## config.mk

```make
export PLATFORM = sky130hd
export DESIGN_NAME = pll_lock_detect
export DESIGN_NICKNAME = d
export VERILOG_FILES = /design/src/rtl/pll_lock_pkg.sv /design/src/rtl/edge_sync.sv /design/src/rtl/phase_meter.sv /design/src/rtl/lock_fsm.sv /design/src/rtl/pll_lock_detect.sv
export SDC_FILE = /design/constraint.sdc
export NUM_CORES = 1
export LEC_CHECK = 0
export BUFFER_PORTS_ARGS = -buffer_cell sky130_fd_sc_hd__buf_2
export CORE_UTILIZATION = 45
export DETAILED_ROUTE_END_ITERATION = 12
export GPL_ROUTABILITY_DRIVEN = 0
export MAX_ROUTING_LAYER = met4
export SLEW_MARGIN = 20
export SYNTH_ARGS = -nofsm -noshare
export SYNTH_HDL_FRONTEND = slang
export SYNTH_SLANG_ARGS = --single-unit
```

## constraint.sdc

```tcl
create_clock -name clk -period 2.1 [get_ports clk]
set_input_delay 0.21 -clock clk [delete_from_list [all_inputs] [get_ports clk]]
set_output_delay 0.21 -clock clk [all_outputs]
set_load 0.05 [all_outputs]
```

## src/rtl/pll_lock_pkg.sv

```systemverilog
package pll_lock_pkg;
  typedef enum logic [1:0] {
    PM_IDLE     = 2'd0,
    PM_WAIT_FB  = 2'd1,
    PM_WAIT_REF = 2'd2
  } pm_state_e;
endpackage

```

## src/rtl/edge_sync.sv

```systemverilog
module edge_sync #(
  parameter int STAGES = 2
) (
  input  logic clk,
  input  logic rst_n,
  input  logic d_in,
  output logic rise
);
  logic [STAGES:0] sh;

  always_ff @(posedge clk or negedge rst_n) begin
    if (!rst_n) sh <= '0;
    else        sh <= {sh[STAGES-1:0], d_in};
  end

  assign rise = sh[STAGES-1] & ~sh[STAGES];
endmodule

```

## src/rtl/phase_meter.sv

```systemverilog
module phase_meter
  import pll_lock_pkg::*;
#(
  parameter int ERR_W         = 5,
  parameter int TIMEOUT_TICKS = 20
) (
  input  logic             clk,
  input  logic             rst_n,
  input  logic             ref_rise,
  input  logic             fb_rise,
  output logic             meas_valid,
  output logic [ERR_W-1:0] meas_err
);
  localparam logic [ERR_W-1:0] TMO = ERR_W'(TIMEOUT_TICKS);

  pm_state_e        st;
  logic [ERR_W-1:0] cnt;
  logic             second_edge;

  assign second_edge = (st == PM_WAIT_FB) ? fb_rise : ref_rise;

  always_ff @(posedge clk or negedge rst_n) begin
    if (!rst_n) begin
      st         <= PM_IDLE;
      cnt        <= '0;
      meas_valid <= 1'b0;
      meas_err   <= '0;
    end else begin
      meas_valid <= 1'b0;
      case (st)
        PM_IDLE: begin
          if (ref_rise && fb_rise) begin
            meas_valid <= 1'b1;
            meas_err   <= '0;
          end else if (ref_rise) begin
            st  <= PM_WAIT_FB;
            cnt <= ERR_W'(1);
          end else if (fb_rise) begin
            st  <= PM_WAIT_REF;
            cnt <= ERR_W'(1);
          end
        end
        default: begin
          if (second_edge || cnt == TMO) begin
            meas_valid <= 1'b1;
            meas_err   <= cnt;
            st         <= PM_IDLE;
          end else begin
            cnt <= cnt + ERR_W'(1);
          end
        end
      endcase
    end
  end
endmodule

```

## src/rtl/lock_fsm.sv

```systemverilog
module lock_fsm #(
  parameter int ERR_W        = 5,
  parameter int LOCK_TICKS   = 10,
  parameter int UNLOCK_TICKS = 10,
  parameter int GOOD_RUN     = 4,
  parameter int EVAL_PERIOD  = 64
) (
  input  logic             clk,
  input  logic             rst_n,
  input  logic             active,
  input  logic             meas_valid,
  input  logic [ERR_W-1:0] meas_err,
  output logic             eval_fire,
  output logic             locked
);
  localparam int EC_W = (EVAL_PERIOD > 1) ? $clog2(EVAL_PERIOD) : 1;
  localparam int GR_W = $clog2(GOOD_RUN + 1);
  localparam logic [EC_W-1:0] EC_LAST = EC_W'(EVAL_PERIOD - 1);
  localparam logic [GR_W-1:0] GR_MAX  = GR_W'(GOOD_RUN);

  logic [EC_W-1:0] eval_cnt;
  logic [GR_W-1:0] good_cnt;
  logic [GR_W-1:0] good_inc;
  logic            is_good;
  logic            is_bad;

  assign eval_fire = active && meas_valid && (eval_cnt == EC_LAST);
  assign is_good   = meas_err < ERR_W'(LOCK_TICKS);
  assign is_bad    = meas_err > ERR_W'(UNLOCK_TICKS);
  assign good_inc  = (good_cnt == GR_MAX) ? good_cnt : good_cnt + GR_W'(1);

  always_ff @(posedge clk or negedge rst_n) begin
    if (!rst_n) begin
      eval_cnt <= '0;
      good_cnt <= '0;
      locked   <= 1'b0;
    end else if (!active) begin
      eval_cnt <= '0;
      good_cnt <= '0;
      locked   <= 1'b0;
    end else if (eval_fire) begin
      eval_cnt <= '0;
      if (is_bad) begin
        good_cnt <= '0;
        locked   <= 1'b0;
      end else if (is_good) begin
        good_cnt <= good_inc;
        if (good_inc == GR_MAX) locked <= 1'b1;
      end else begin
        good_cnt <= '0;
      end
    end else if (meas_valid) begin
      eval_cnt <= eval_cnt + EC_W'(1);
    end
  end
endmodule

```

## src/rtl/pll_lock_detect.sv

```systemverilog
module pll_lock_detect #(
  parameter int LOCK_TICKS    = 10,
  parameter int UNLOCK_TICKS  = 10,
  parameter int GOOD_RUN      = 4,
  parameter int EVAL_PERIOD   = 64,
  parameter int TIMEOUT_TICKS = 255,
  parameter int SYNC_STAGES   = 2
) (
  input  logic clk,
  input  logic rst_n,
  input  logic ref_in,
  input  logic fb_in,
  input  logic lock_en,
  input  logic pwr_down,
  output logic lock_out
);
  localparam int ERR_W = $clog2(TIMEOUT_TICKS + 1);

  logic [1:0]       raw_in;
  logic [1:0]       rise;
  logic             meas_valid;
  logic [ERR_W-1:0] meas_err;
  logic             eval_fire;
  logic             locked;
  logic             active;

  assign raw_in = {fb_in, ref_in};
  assign active = lock_en & ~pwr_down;

  for (genvar g = 0; g < 2; g++) begin : g_sync
    edge_sync #(.STAGES(SYNC_STAGES)) u_sync (
      .clk  (clk),
      .rst_n(rst_n),
      .d_in (raw_in[g]),
      .rise (rise[g])
    );
  end

  phase_meter #(.ERR_W(ERR_W), .TIMEOUT_TICKS(TIMEOUT_TICKS)) u_meter (
    .clk       (clk),
    .rst_n     (rst_n),
    .ref_rise  (rise[0]),
    .fb_rise   (rise[1]),
    .meas_valid(meas_valid),
    .meas_err  (meas_err)
  );

  lock_fsm #(
    .ERR_W(ERR_W), .LOCK_TICKS(LOCK_TICKS), .UNLOCK_TICKS(UNLOCK_TICKS),
    .GOOD_RUN(GOOD_RUN), .EVAL_PERIOD(EVAL_PERIOD)
  ) u_fsm (
    .clk       (clk),
    .rst_n     (rst_n),
    .active    (active),
    .meas_valid(meas_valid),
    .meas_err  (meas_err),
    .eval_fire (eval_fire),
    .locked    (locked)
  );

  assign lock_out = locked & active;
endmodule

```

==> flow_metrics.tcl <==
set metrics [dict create \
    cts_buffers 5 \
    ys_async_sr_fraction_pct 100 \
    power_density_nw_per_um2 922 \
    vias 1172 \
    crit-reg2reg-launch "u_meter.meas_err[6]" \
    synth_cell_types 43 \
    cts-root-buf "clkbuf_8" \
    hold_buffers 0 \
    ys_ff_latch 35 \
    synth_simple_gate_area_share_pct 21.2 \
    post-place-cells 210 \
    reg2reg_depth 5 \
    track_usage_pct 17.0 \
    fp-row-count 21 \
    fp.dieH_um 62.9 \
    yosys.area_share.adder_pct 3.00 \
    drtPass1Iterations 4 \
    synth_warnings 0 \
    die_w_um 62.9 \
    grt_pass1_vias 1140 \
    ir_drop_mv 0.422 \
    placed_cell_area_um2 1730 \
    multi_input_area_um2 747 \
    timing.rr.end "u_fsm.good_cnt[0]" \
    cts_tree "yes" \
    grt_overflow 0 \
    clkTransAtPathRegs_ns 0.07 \
    antenna_found_initial 0 \
    fin_crit_sh_pct 84.7 \
    worstMarginPinSlew_ns 0.756 \
    core_area_um2 3440 \
    yosysSeqAreaShare_pct 52.6 \
    hold_slack_ns -0.00971 \
    crit_chain "or4_4 > or2_4 > nor3_4 > a31oi_1 > o21ai_1" \
    dieArea_um2 3950 \
    fmax_ghz 0.562 \
    synth_cells 162 \
    path_class "register to register" \
    grt_max_degree 36 \
    routedWlPerCell_um 12.8 \
    final_cell_mix "35 x dfrtp_1, 29 x nand2_1, 10 x o21ai_0, 8 x nor2_1" \
    syn_area_um2 1670 \
    rsz0062_at_grt "false" \
    cts_max_level 2 \
    drcViolationCount 0 \
    fin_cells 218 \
    cts_setup_buffers 0 \
    vias_per_cell 5.38 \
    synth_compound_area_share_pct 13.7 \
    final_max_slew_viol_count 0 \
    min_period_ns 1.78 \
    drt-initial-drc-count 64 \
    nFillCells 322 \
    stdcell_area_um2 1830 \
    worstPathRequired_ns 2.30 \
    critPathCaptureType "register" \
    clock_path_buffers 2 \
    area_growth_pct 9.99 \
    grt_pass1_wl_um 4950 \
    avgSynthCellArea_um2 10.3 \
    synth_top_family_by_area "simple AND/OR/NAND/NOR gates" \
    syn-num-nets 172 \
    worstPathMaxFanout 5 \
    hpwl_um 2000 \
    cp.arrival_ns 1.98 \
    max_slew_margin_pct 49.6 \
    startpoint_type "register" \
    yosys_most_used_dff "dfrtp_1" \
    diodes 0 \
    p_leak_uw 0.000829 \
    max-cap-violations 0 \
    utilization_pct 53.3 \
    cts_sinks 35 \
    io_pins 7 \
    max_stage_delay_ns 0.54 \
    drive_gt1_share_pct 12.2 \
    clock_latency_ns 0.28 \
    synth_edf_count 0 \
    finalHoldViolCount 16 \
    synth_xor_area_share_pct 2.63 \
    slowest_stage "or4_4" \
    mostFrequentLayoutCell "dfrtp_1" \
    post_cts_resized 0 \
    ant_nets 0 \
    wl_um 2780 \
    r2r_setup_slack_ns 0.32 \
    io_buffers 6 \
    synthMuxAreaShare_pct 4.20 \
    final.setup.tns_ns 0 \
    violations "hold timing" \
    skew_ns 0.00525 \
    layout.area.seq_um2 876 \
    start_util_pct 48.4 \
    final_nets 181 \
    status "finished with violations" \
    finalSetupViolations 0 \
    min_path_type "primary input to asynchronous set/reset pin" \
]
[critical path: cells and delay by family, from the launching register on]
kind / cells / cell delay, ns
flip-flops: 1 / 0.38
AO/OA/AOI/OAI: 2 / 0.31
AND/OR/NAND/NOR: 3 / 1.01
[cells in the mapped netlist (2+ instances only)]
master | instances | area share, %
dfrtp_1 | 35 | 53
a21oi_1 | 7 | 2.1
nand3_1 | 6 | 1.8
nand3b_1 | 3 | 1.4
inv_1 | 4 | 0.90
o21ai_0 | 10 | 3.0
nand2b_1 | 3 | 1.1
o21ai_1 | 3 | 0.90
nor2b_1 | 3 | 1.1
nand4_1 | 2 | 0.75
clkbuf_1 | 2 | 0.45
xor2_1 | 4 | 2.1
and3_1 | 3 | 1.1
mux2i_1 | 7 | 4.2
and2_1 | 3 | 1.1
nor2_1 | 8 | 1.8
ha_1 | 4 | 3.0
a31oi_1 | 2 | 0.75
nand2_1 | 29 | 6.5
[final cells by class]
class	count	share of cell area (%)
flip-flops and latches	35	47.8
well taps	46	3.14
inverters	4	0.819
multi-input cells	118	40.8
clock buffers	8	5.46
repair buffers	7	2.05
[worst max-delay path by stage]
stage	start	to	slack (ns)
finish	u_meter.meas_err[6]	u_fsm.good_cnt[0]	0.32
global route	u_meter.meas_err[6]	u_fsm.good_cnt[0]	0.24
CTS	u_meter.meas_err[6]	u_fsm.good_cnt[0]	0.31
detailed placement	u_meter.meas_err[6]	u_fsm.good_cnt[0]	0.32
global placement	u_meter.meas_err[6]	u_fsm.good_cnt[0]	0.45
floorplan	u_meter.meas_err[6]	u_fsm.good_cnt[0]	0.53
[routing by layer]
metal | vias up | part of all wire (%) | global-route usage, %
met3 | 7 | 3.5 | 6.20
met1 | 566 | 45 | 18.4
met4 | 0 | 1.8 | 6.98
met5 | - | 0 | -
met2 | 15 | 50 | 28.1
li1 | 584 | - | -
[registers in the layout (all words and copies together), names as in the netlist]
register,count
g_sync.u_sync.sh,6
u_fsm.eval_cnt,6
u_fsm.good_cnt,3
u_fsm.locked,1
u_meter.cnt,8
u_meter.meas_err,8
u_meter.meas_valid,1
u_meter.st,2
[stage by stage]
step,hold slack (ns),total power [uW],setup WS (ns)
3_3_place_gp,0.317,1170,0.451
3_5_place_dp,0.320,1190,0.324
2_1_floorplan,-0.0856,1120,0.529
5_1_grt,0.0146,1810,0.237
4_1_cts,0.0190,1720,0.310
6_report,-0.00971,1690,0.322
[power by group]
part	leakage [uW]	total (uW)	switching, uW	internal (uW)
registers	0.000463	875	99.4	775
logic	0.000314	296	170	126
clock network	0.0000515	520	221	299
total	0.000829	1690	491	1200
[logic make-up after synthesis]
| kind of cell | count (synthesis) |
|---|---|
| adders and majority gates | 4 |
| AOI/OAI and AO/OA | 34 |
| DFF | 35 |
| buffers and inverters | 9 |
| and+or+nand+nor | 68 |
| muxes | 7 |
| xor gates and xnor gates | 5 |
Power figures use the tool's default switching activity.
